$ cat src/rtl/psram_id_pkg.sv
`timescale 1ns/1ps
package psram_id_pkg;

    typedef enum logic [3:0] {
        SQ_IDLE,
        SQ_RE_SEL,
        SQ_RE_PUSH,
        SQ_RE_WAIT,
        SQ_GAP1,
        SQ_ID_SEL,
        SQ_ID_PUSH,
        SQ_ID_WAIT,
        SQ_CHECK,
        SQ_GAP2,
        SQ_QE_SEL,
        SQ_QE_PUSH,
        SQ_QE_WAIT,
        SQ_DONE,
        SQ_ERR
    } seq_state_e;

    typedef enum logic [1:0] {
        ERR_NONE = 2'd0,
        ERR_SIZE = 2'd1
    } err_e;

    localparam logic [7:0] CMD_RESET_EN = 8'hF5;
    localparam logic [7:0] CMD_READ_ID  = 8'h9F;
    localparam logic [7:0] CMD_FILLER   = 8'hFF;
    localparam logic [7:0] CMD_QUAD_ON  = 8'h35;
    localparam logic [7:0] DIE_OK_BYTE  = 8'h5D;
    localparam logic [7:0] EID_8M_ALIAS = 8'h26;

    localparam int ID_XFERS = 7;
    localparam int DIE_POS  = 5;
    localparam int EID_POS  = 6;

endpackage

$ cat src/rtl/psram_id_serial.sv
`timescale 1ns/1ps
module psram_id_serial #(
    parameter int CLK_DIV = 10
) (
    input  logic       clk,
    input  logic       rst_n,
    input  logic       push,
    input  logic [7:0] push_byte,
    input  logic       push_quad,
    output logic       busy,
    output logic       tx_empty,
    output logic [7:0] rx_byte,
    output logic       sck,
    output logic [3:0] sio_out,
    output logic [3:0] sio_oe,
    input  logic [3:0] sio_in
);
    localparam int HALF  = CLK_DIV / 2;
    localparam int DIV_W = (HALF > 1) ? $clog2(HALF) : 1;
    localparam logic [DIV_W-1:0] DIV_LAST = DIV_W'(HALF - 1);

    typedef struct packed {
        logic             hold_v;
        logic [7:0]       hold_byte;
        logic             hold_quad;
        logic             busy;
        logic             quad;
        logic [7:0]       sh;
        logic [7:0]       rx;
        logic [3:0]       left;
        logic [DIV_W-1:0] div;
        logic             sck;
    } eng_t;

    eng_t q, d;

    always_comb begin
        d = q;
        if (!q.busy && q.hold_v) begin
            d.busy   = 1'b1;
            d.quad   = q.hold_quad;
            d.sh     = q.hold_byte;
            d.left   = q.hold_quad ? 4'd2 : 4'd8;
            d.div    = '0;
            d.sck    = 1'b0;
            d.rx     = '0;
            d.hold_v = 1'b0;
        end else if (q.busy) begin
            if (q.div == DIV_LAST) begin
                d.div = '0;
                if (!q.sck) begin
                    d.sck = 1'b1;
                    d.rx  = q.quad ? {q.rx[3:0], sio_in} : {q.rx[6:0], sio_in[1]};
                end else begin
                    d.sck  = 1'b0;
                    d.sh   = q.quad ? {q.sh[3:0], 4'h0} : {q.sh[6:0], 1'b0};
                    d.left = q.left - 4'd1;
                    if (q.left == 4'd1) begin
                        d.busy = 1'b0;
                    end
                end
            end else begin
                d.div = q.div + 1'b1;
            end
        end
        if (push) begin
            d.hold_v    = 1'b1;
            d.hold_byte = push_byte;
            d.hold_quad = push_quad;
        end
    end

    always_ff @(posedge clk or negedge rst_n) begin
        if (!rst_n) begin
            q <= '0;
        end else begin
            q <= d;
        end
    end

    assign busy     = q.busy;
    assign tx_empty = !q.hold_v;
    assign rx_byte  = q.rx;
    assign sck      = q.sck;
    assign sio_out  = q.quad ? q.sh[7:4] : {3'b000, q.sh[7]};
    assign sio_oe   = q.busy ? (q.quad ? 4'hF : 4'h1) : 4'h0;

endmodule

$ cat src/rtl/psram_id_size_decode.sv
`timescale 1ns/1ps
module psram_id_size_decode
    import psram_id_pkg::*;
#(
    parameter int SIZE_W = 4
) (
    input  logic [7:0]        die_byte,
    input  logic [7:0]        ext_id,
    output logic [SIZE_W-1:0] size_mib
);
    always_comb begin
        if (die_byte != DIE_OK_BYTE) begin
            size_mib = '0;
        end else if (ext_id == EID_8M_ALIAS || ext_id[7:5] == 3'd2) begin
            size_mib = SIZE_W'(8);
        end else if (ext_id[7:5] == 3'd0) begin
            size_mib = SIZE_W'(2);
        end else if (ext_id[7:5] == 3'd1) begin
            size_mib = SIZE_W'(4);
        end else begin
            size_mib = SIZE_W'(1);
        end
    end
endmodule

$ cat src/rtl/psram_id_seq.sv
`timescale 1ns/1ps
module psram_id_seq
    import psram_id_pkg::*;
#(
    parameter int SIZE_W  = 4,
    parameter int GAP_CYC = 8
) (
    input  logic              clk,
    input  logic              rst_n,
    input  logic              start,
    input  logic              skip_verify,
    input  logic [SIZE_W-1:0] expected_mib,
    input  logic              eng_ready,
    input  logic [7:0]        rx_byte,
    input  logic [SIZE_W-1:0] dec_size,
    output logic              push,
    output logic [7:0]        push_byte,
    output logic              push_quad,
    output logic              cs_n,
    output logic [7:0]        die_byte,
    output logic [7:0]        ext_id,
    output logic              done,
    output err_e              err_code,
    output logic [SIZE_W-1:0] size_mib
);
    localparam int GAP_W = $clog2(GAP_CYC + 1);
    localparam logic [GAP_W-1:0] GAP_LAST = GAP_W'(GAP_CYC - 1);
    localparam logic [2:0] DIE_IDX = 3'(DIE_POS);
    localparam logic [2:0] EID_IDX = 3'(EID_POS);

    typedef struct packed {
        seq_state_e        state;
        logic              cs_n;
        logic [GAP_W-1:0]  gap;
        logic [2:0]        idx;
        logic [7:0]        die;
        logic [7:0]        eid;
        logic [SIZE_W-1:0] size;
        logic              skip;
        logic [SIZE_W-1:0] expv;
    } seq_t;

    seq_t q, d;

    always_comb begin
        d         = q;
        push      = 1'b0;
        push_byte = CMD_FILLER;
        push_quad = 1'b0;
        case (q.state)
            SQ_IDLE: begin
                if (start) begin
                    d.skip  = skip_verify;
                    d.expv  = expected_mib;
                    d.state = SQ_RE_SEL;
                end
            end
            SQ_RE_SEL: begin
                d.cs_n = 1'b0;
                if (eng_ready && !q.cs_n) begin
                    d.state = SQ_RE_PUSH;
                end
            end
            SQ_RE_PUSH: begin
                push      = 1'b1;
                push_byte = CMD_RESET_EN;
                push_quad = 1'b1;
                d.state   = SQ_RE_WAIT;
            end
            SQ_RE_WAIT: begin
                if (eng_ready) begin
                    d.cs_n  = 1'b1;
                    d.gap   = '0;
                    d.state = SQ_GAP1;
                end
            end
            SQ_GAP1: begin
                if (q.gap == GAP_LAST) begin
                    d.gap = '0;
                    if (q.skip) begin
                        d.size  = q.expv;
                        d.state = SQ_QE_SEL;
                    end else begin
                        d.state = SQ_ID_SEL;
                    end
                end else begin
                    d.gap = q.gap + 1'b1;
                end
            end
            SQ_ID_SEL: begin
                d.cs_n = 1'b0;
                d.idx  = '0;
                if (eng_ready && !q.cs_n) begin
                    d.state = SQ_ID_PUSH;
                end
            end
            SQ_ID_PUSH: begin
                push      = 1'b1;
                push_byte = (q.idx == 3'd0) ? CMD_READ_ID : CMD_FILLER;
                d.state   = SQ_ID_WAIT;
            end
            SQ_ID_WAIT: begin
                if (eng_ready) begin
                    if (q.idx == DIE_IDX) begin
                        d.die = rx_byte;
                    end
                    if (q.idx == EID_IDX) begin
                        d.eid   = rx_byte;
                        d.cs_n  = 1'b1;
                        d.state = SQ_CHECK;
                    end else begin
                        d.idx   = q.idx + 3'd1;
                        d.state = SQ_ID_PUSH;
                    end
                end
            end
            SQ_CHECK: begin
                d.size = dec_size;
                d.gap  = '0;
                if (dec_size != q.expv) begin
                    d.state = SQ_ERR;
                end else begin
                    d.state = SQ_GAP2;
                end
            end
            SQ_GAP2: begin
                if (q.gap == GAP_LAST) begin
                    d.gap   = '0;
                    d.state = SQ_QE_SEL;
                end else begin
                    d.gap = q.gap + 1'b1;
                end
            end
            SQ_QE_SEL: begin
                d.cs_n = 1'b0;
                if (eng_ready && !q.cs_n) begin
                    d.state = SQ_QE_PUSH;
                end
            end
            SQ_QE_PUSH: begin
                push      = 1'b1;
                push_byte = CMD_QUAD_ON;
                d.state   = SQ_QE_WAIT;
            end
            SQ_QE_WAIT: begin
                if (eng_ready) begin
                    d.cs_n  = 1'b1;
                    d.state = SQ_DONE;
                end
            end
            SQ_DONE: d.state = SQ_DONE;
            SQ_ERR:  d.state = SQ_ERR;
            default: d.state = SQ_IDLE;
        endcase
    end

    always_ff @(posedge clk or negedge rst_n) begin
        if (!rst_n) begin
            q       <= '0;
            q.state <= SQ_IDLE;
            q.cs_n  <= 1'b1;
        end else begin
            q <= d;
        end
    end

    assign cs_n     = q.cs_n;
    assign die_byte = q.die;
    assign ext_id   = q.eid;
    assign done     = (q.state == SQ_DONE);
    assign err_code = (q.state == SQ_ERR) ? ERR_SIZE : ERR_NONE;
    assign size_mib = q.size;

endmodule

$ cat src/rtl/psram_id_boot.sv
`timescale 1ns/1ps
module psram_id_boot
    import psram_id_pkg::*;
#(
    parameter int SIZE_W  = 4,
    parameter int CLK_DIV = 10,
    parameter int GAP_CYC = 8
) (
    input  logic              clk,
    input  logic              rst_n,
    input  logic              start,
    input  logic              skip_verify,
    input  logic [SIZE_W-1:0] expected_mib,
    output logic              sck,
    output logic              cs_n,
    output logic [3:0]        sio_out,
    output logic [3:0]        sio_oe,
    input  logic [3:0]        sio_in,
    output logic              done,
    output logic [1:0]        err_code,
    output logic [SIZE_W-1:0] size_mib
);
    logic              push_w;
    logic [7:0]        push_byte_w;
    logic              push_quad_w;
    logic              busy_w;
    logic              tx_empty_w;
    logic [7:0]        rx_byte_w;
    logic [7:0]        die_w;
    logic [7:0]        eid_w;
    logic [SIZE_W-1:0] dec_size_w;
    err_e              err_w;
    logic              ready_w;

    assign ready_w  = !busy_w && tx_empty_w;
    assign err_code = err_w;

    psram_id_serial #(.CLK_DIV(CLK_DIV)) i_serial (
        .clk       (clk),
        .rst_n     (rst_n),
        .push      (push_w),
        .push_byte (push_byte_w),
        .push_quad (push_quad_w),
        .busy      (busy_w),
        .tx_empty  (tx_empty_w),
        .rx_byte   (rx_byte_w),
        .sck       (sck),
        .sio_out   (sio_out),
        .sio_oe    (sio_oe),
        .sio_in    (sio_in)
    );

    psram_id_size_decode #(.SIZE_W(SIZE_W)) i_decode (
        .die_byte (die_w),
        .ext_id   (eid_w),
        .size_mib (dec_size_w)
    );

    psram_id_seq #(.SIZE_W(SIZE_W), .GAP_CYC(GAP_CYC)) i_seq (
        .clk          (clk),
        .rst_n        (rst_n),
        .start        (start),
        .skip_verify  (skip_verify),
        .expected_mib (expected_mib),
        .eng_ready    (ready_w),
        .rx_byte      (rx_byte_w),
        .dec_size     (dec_size_w),
        .push         (push_w),
        .push_byte    (push_byte_w),
        .push_quad    (push_quad_w),
        .cs_n         (cs_n),
        .die_byte     (die_w),
        .ext_id       (eid_w),
        .done         (done),
        .err_code     (err_w),
        .size_mib     (size_mib)
    );

endmodule

$ cat config.mk
export PLATFORM = sky130hd
export DESIGN_NAME = psram_id_boot
export DESIGN_NICKNAME = d
export VERILOG_FILES = /design/src/rtl/psram_id_pkg.sv /design/src/rtl/psram_id_serial.sv /design/src/rtl/psram_id_size_decode.sv /design/src/rtl/psram_id_seq.sv /design/src/rtl/psram_id_boot.sv
export SDC_FILE = /design/constraint.sdc
export NUM_CORES = 1
export LEC_CHECK = 0
export CAP_MARGIN = 15
export CORE_ASPECT_RATIO = 1.4
export CORE_MARGIN = 2
export CORE_UTILIZATION = 63
export CTS_CLUSTER_SIZE = 28
export DETAILED_ROUTE_END_ITERATION = 12
export DONT_BUFFER_PORTS = 1
export HOLD_SLACK_MARGIN = 0.02
export PLACE_DENSITY = 0.79
export SLEW_MARGIN = 20
export SYNTH_ARGS = -nofsm -noshare
export SYNTH_HDL_FRONTEND = slang
export SYNTH_SLANG_ARGS = --single-unit
$ cat constraint.sdc
create_clock -name clk -period 2.45 [get_ports clk]
set_input_delay 0.49 -clock clk [delete_from_list [all_inputs] [get_ports clk]]
set_output_delay 0.49 -clock clk [all_outputs]
set_load 0.01 [all_outputs]
# Word-level counts from Yosys, hierarchy flattened
# Cells that the tools add are included.
[totals]
elab_cells = 148
output_inout_bits = 17
regBits = 73
inputBits = 12
[classes]
n_eq_ne = 37
n_reduce_logical = 32
muxes = 56
add_sub_neg = 4
[ops]
columns = ["cell", "count"]
rows = [
  ["$mux W4", 19],
  ["$pmux W4 S15", 1],
  ["$mux W24", 2],
  ["$mux W8", 6],
  ["$eq A4 B4 Y1 const B", 7],
  ["$pmux W8 S3", 1],
  ["$eq A4 B3 Y1 const B", 5],
  ["$mux W20", 1],
  ["$ne A2 B1 Y1 const B", 10],
  ["$mux W19", 1],
  ["$reduce_and A3 Y1", 6],
  ["$mux W1", 12],
  ["$mux W3", 4],
  ["$pmux W4 S3", 1],
  ["$reduce_bool A2 Y1", 6],
  ["$mux W10", 1],
  ["$mux W5", 2],
  ["$eq A3 B3 Y1 const B", 3],
  ["$mux W9", 1],
  ["$reduce_and A9 Y1", 1],
  ["$eq A4 B1 Y1 const B", 2],
  ["$eq A4 B2 Y1 const B", 2],
  ["$eq A8 B6 Y1 const B", 1],
  ["$ne A8 B7 Y1 const B", 1],
  ["other kinds (22)", 33],
]

# Depth between registers and ports, before layout
[logic_depth]
ltp_word = 8
mapped_depth = 7
ltp_nobuf = 7

# By module
# A second synthesis with hierarchy kept.
[hier_totals]
hier_cells = 409
area_unflattened_um2 = 4134.0
[modules_own_cells]
columns = ["mod", "seq_area_each_um2", "cells_per_inst", "area_each_um2", "instances"]
rows = [
  ["psram_id_seq", 927.1, 220, 2187.1, 1],
  ["psram_id_serial", 900.9, 174, 1830.5, 1],
  ["psram_id_size_decode", 0.0, 14, 102.6, 1],
  ["psram_id_boot", 0.0, 1, 13.8, 1],
]

# Least setup slack after synthesis
# Ideal clock, no wire load.
[synth_path]
path_type = "register -> register"
startpoint = "reg i_serial.q[35] in the netlist's numbering"
endpoint = "reg i_seq.q (netlist bit i_seq.die_byte[0])"
synth_period_minus_slack_ns = 1.773
path_stages_with_launch = 7
n_path_buf = 2
setup_time_ns = 0.125
required_ns = 2.325
arrival_ns = 1.648
setup_slack_ns = 0.677
path_cell_list = "dfrtp_1 buf_2 nor2_2 and4_1 and3_1 buf_2 mux2_2"
[synth_between]
elab_chain_cells = 3
[synth_rtl]
columns = ["item", "line_no", "source"]
rows = [
  ["from (decl)", "psram_id_serial.sv:35", "eng_t q, d;"],
  ["from (signal assigned)", "psram_id_serial.sv:75", "q <= '0;"],
  ["from (signal assigned)", "psram_id_serial.sv:77", "q <= d;"],
  ["$logic_not A1 Y1", "psram_id_serial.sv:82", "assign tx_empty = !q.hold_v;"],
  ["$logic_and A1 B1 Y1", "psram_id_boot.sv:35", "assign ready_w = !busy_w && tx_empty_w;"],
  ["$reduce_and A3 Y1 (no line)", "n/a", ""],
  ["to (decl)", "psram_id_seq.sv:43", "seq_t q, d;"],
]
# Every way passes these cells.
# A chain may end at the register's enable or synchronous reset.

# Final worst setup path
[layout_path]
startpoint = "reg i_seq.q[36] in the netlist's numbering"
endpoint = "out done"
[layout_between]
elab_chain_cells = 1
[layout_rtl]
columns = ["item", "line_no", "source"]
rows = [
  ["$eq A4 B4 Y1", "psram_id_seq.sv:170", "assign done = (q.state == SQ_DONE);"],
  ["to (decl)", "psram_id_boot.sv:19", "output logic done,"],
]
# Every way passes these cells.

==> results.txt <==
The slowest stage of the critical path belongs to the cell sky130_fd_sc_hd__dfrtp_1. The share of the core filled with cells is 0.683. The share of total power dissipated in sequential elements is 0.563. The power density normalized to cell area came out at 517 mW/mm^2. The internal power came out at 1.61 mW. For this run, the slowest stage of the critical path takes 0.67 ns.

The total congestion overflow came out at 0. The die is 69.2 um wide. The share of the Yosys chip area taken by registers is 0.467. The async set-reset flop share out of synthesis came out at 1.00. The data required time at the worst endpoint is 1.96 ns. The commonest cells after synthesis are sky130_fd_sc_hd__dfrtp_1, sky130_fd_sc_hd__nand2_1, sky130_fd_sc_hd__mux2_2, sky130_fd_sc_hd__o21ai_0, sky130_fd_sc_hd__nor2_1. Setup repair after global routing left no endpoint under its margin. The critical path in this run is classified as reg2out. The number of flops mapped to enable cells by yosys is 0. The flip-flop and latch count after synthesis came out at 70. The worst-case setup slack after placement is 0.359 ns. The maximum count of clock buffers along a single path is 2. The tightest min-delay check is of the in2async type. The number of remaining DRC errors came out at 0.

In the post-synthesis netlist, the biggest area contributors are sky130_fd_sc_hd__dfrtp_1, sky130_fd_sc_hd__mux2_2, sky130_fd_sc_hd__mux2i_1. The count of max-cap constraint violations is 0. Traced cell by cell, the critical path runs through nand2_1, nor3b_1. The worst setup path is launched from a flip-flop. The number of nets handed over by synthesis was 389.

The mean cell area of the mapped netlist came out at 10.2 um^2. The share of total power dissipated in the clock network is 0.423. The initial antenna violation count came out at 0. The hold violation count in the final report was 0. The power share of the combinational group is 0.014. After clock tree synthesis, the clock-pin slew on the worst setup and hold paths is 0.07 ns. The number of DRC markers after the initial detailed-route iteration came out at 219.

The capturing element type of the critical path is an output pin. The height of the die came out at 95.3 um. The fill cell instance count of the final layout came out at 463. The cell area that synthesis handed to floorplanning was 0.00375 mm^2. The total number of H-tree levels is 3. The largest total area in the synthesized netlist belongs to sky130_fd_sc_hd__dfrtp_1. The area growth from synthesis to layout is 5.97%. On the final layout, the worst hold slack is 0.0237 ns. The core area is 0.00582 mm^2.

The finished layout holds 436 standard cells, fillers aside. The final critical-path setup slack came out at 0.240 ns. In the final timing run, aggregate negative setup slack is 0 ns. The cell sitting at the root of the clock tree is a sky130_fd_sc_hd__clkbuf_8.

Of the available clock period, the critical path in the final layout requires 0.902. The remaining antenna violation count is 0. The switching power came out at 0.441 mW. The repair_antennas step left the layout with diodes totalling 0. The shortest clock period the worst path allows after layout came out at 2.21 ns. The global-route usage over all layers came out at 0.255. For the worst-skew pair, the clock arrives at the later sink with an insertion delay of 0.35 ns. For this run, the top clock speed supported by timing is 453 MHz.

The number of buffer cells added on primary ports is 0. The number of warnings printed during yosys synthesis is 0. The actual transition at the worst max-transition pin is 0.627 ns. Among all flip-flop cells after synthesis, the most frequent one is sky130_fd_sc_hd__dfrtp_1. The number of standard cells after synthesis is 368. The per-cell via count in the routed design came out at 6.33. The count of buffers added by post-CTS timing repair for setup came out at 0. The number of rows created at floorplan is 33. After detailed routing, the total wire length is 7.68 mm. The boundary pin count is 29. The netlist uses 64 different library cells. For this configuration, the core starts out at a cell density of 0.645.

The maximum ir drop on the vdd rail is 0.431 mV. The via count of the first global-routing pass came out at 2716. The total die area is 0.00660 mm^2. The worst slew margin relative to its limit came out at 0.582. The pin count of the biggest net entering global routing is 71. The routed length per placed instance is 17.6 um. The number of detailed-route iterations in the first pass is 4. Once detailed placement completed, the half-perimeter wirelength came to 5.37 mm. The wire length of the first global-routing pass is 13.0 mm. TritonCTS built the clock tree. The cell with the most instances after synthesis is sky130_fd_sc_hd__dfrtp_1.

The number of nets at the end of the flow is 384. TritonCTS created 9 clock buffers. Once placement completed, the tool counted placed cells totaling 421.

In the final layout, the share of cells above drive strength 1 is 0.167. Of the total power, the share spent switching nets is 0.215. The routability congestion estimate from global placement came out at 0.892. The routed layout has 2762 vias. The worst clock skew on the final layout is 0.00968 ns.

The arrival time reported for the critical path endpoint is 1.72 ns. The maximum fanout count along the critical path came out at 18. The fraction of post-synthesis cell area in the top cell type by area is 0.460.

The register-to-register path setup slack is 0.29 ns. The final count of pins violating max slew came out at 0. The leakage power of the design came out at 1.80 nW. The TritonCTS sink count is 70. The run finished with clean final reports.

The number of failing setup endpoints in the final timing report is 0.
-- registers in the layout (all words and copies together) (netlist names) --
register,cells
i_seq.cs_n,1
i_seq.die_byte,8
i_seq.ext_id,8
i_seq.q,16
i_seq.size_mib,4
i_serial.busy,1
i_serial.q,23
i_serial.rx_byte,8
i_serial.sck,1
-- cells in the final DEF (no fill, tap or decap), types with 3 or more instances in the layout --
cell type                  Yosys  final
sky130_fd_sc_hd__o211ai_1      4      4
sky130_fd_sc_hd__o21ai_0      25     25
sky130_fd_sc_hd__dfrtp_1      69     69
sky130_fd_sc_hd__mux2_2       27     27
sky130_fd_sc_hd__nor3_1        5      5
sky130_fd_sc_hd__nor3b_1       7      7
sky130_fd_sc_hd__clkbuf_8      0      9
sky130_fd_sc_hd__nor2_1       20     20
sky130_fd_sc_hd__ha_1          9      9
sky130_fd_sc_hd__and2_1        4      4
sky130_fd_sc_hd__nand4_1       5      5
sky130_fd_sc_hd__nand2_1      40     40
sky130_fd_sc_hd__nand4b_1      3      3
sky130_fd_sc_hd__nand3_1      11     11
sky130_fd_sc_hd__buf_4         8      9
sky130_fd_sc_hd__a31o_2        3      3
sky130_fd_sc_hd__a21oi_1      18     18
sky130_fd_sc_hd__inv_1        11     11
sky130_fd_sc_hd__mux2i_1      15     15
sky130_fd_sc_hd__clkinv_2      0      3
sky130_fd_sc_hd__a211oi_1      4      4
sky130_fd_sc_hd__o31ai_1       3      3
sky130_fd_sc_hd__nor2b_1       4      4
sky130_fd_sc_hd__nand2b_1      4      4
-- critical path: cells and delay by family, from the launching register on --
kind,cells,cell delay [ns]
simple gates,2,0.69
flops,1,0.67
-- cell families after synthesis --
group	count (synthesis)	share of synthesized area
adder cells (fa/ha/maj)	9	0.0300
AO/OA/AOI/OAI	83	0.149
AND/OR/NAND/NOR	122	0.175
flip-flops	70	0.467
buffers and inverters	37	0.0470
other	1	0.000999
XOR/XNOR	4	0.00934
multiplexers	42	0.121
-- area by class of cell --
cell class / instances / area, um^2 / area share
Clock inverter: 5 / 52.6 / 0.0132
Clock buffer: 9 / 124 / 0.0312
Inverter: 11 / 41.3 / 0.0104
Sequential cell: 70 / 1750 / 0.441
Timing Repair Buffer: 10 / 95.1 / 0.0239
Tap cell: 70 / 87.6 / 0.0220
Multi-Input combinational cell: 261 / 1820 / 0.458
-- worst paths after layout --
path / startpoint / endpoint / cells after the start
hold reg to reg: i_seq.q[30] / i_seq.q[30] / 1
setup reg to reg: i_seq.q[36] / i_seq.die_byte[2] / 4
setup / recovery: i_seq.q[36] / done / 2
max in group asynchronous: rst_n / i_seq.cs_n / 1
min in group clk: expected_mib[1] / i_seq.q[1] / 1
hold / removal: rst_n / i_seq.q[29] / 1
-- stage by stage --
stage / total power, mW / area (um^2)
after floorplan: 1.18 / 3750
after global placement: 1.18 / 3770
after detailed placement: 1.18 / 3770
after CTS: 2.07 / 3980
after global routing: 2.13 / 3980
final: 2.06 / 3980
-- per-layer routing --
metal,track usage,vias up,share of wire
li1,-,1311,-
met1,0.304,1395,0.43
met2,0.438,41,0.52
met3,0.0518,15,0.021
met4,0.134,0,0.022
met5,0,-,0
-- what timing repair did --
item                                    CTS  global route
hold buffers                              1             0
endpoints found under the setup margin    0             0
endpoints found under the hold margin    70             0
gates resized for setup                   0             0
-- power groups by stage --
| stage | logic [mW] | clock network [mW] | registers, mW |
|---|---|---|---|
| after floorplan | 0.00354 | 0 | 1.18 |
| after global placement | 0.00248 | 0 | 1.18 |
| after detailed placement | 0.00254 | 0 | 1.18 |
| after CTS | 0.0301 | 0.886 | 1.16 |
| after global routing | 0.0338 | 0.942 | 1.16 |
| final | 0.0283 | 0.870 | 1.16 |
Note: power is estimated with default switching activity, not from simulation.
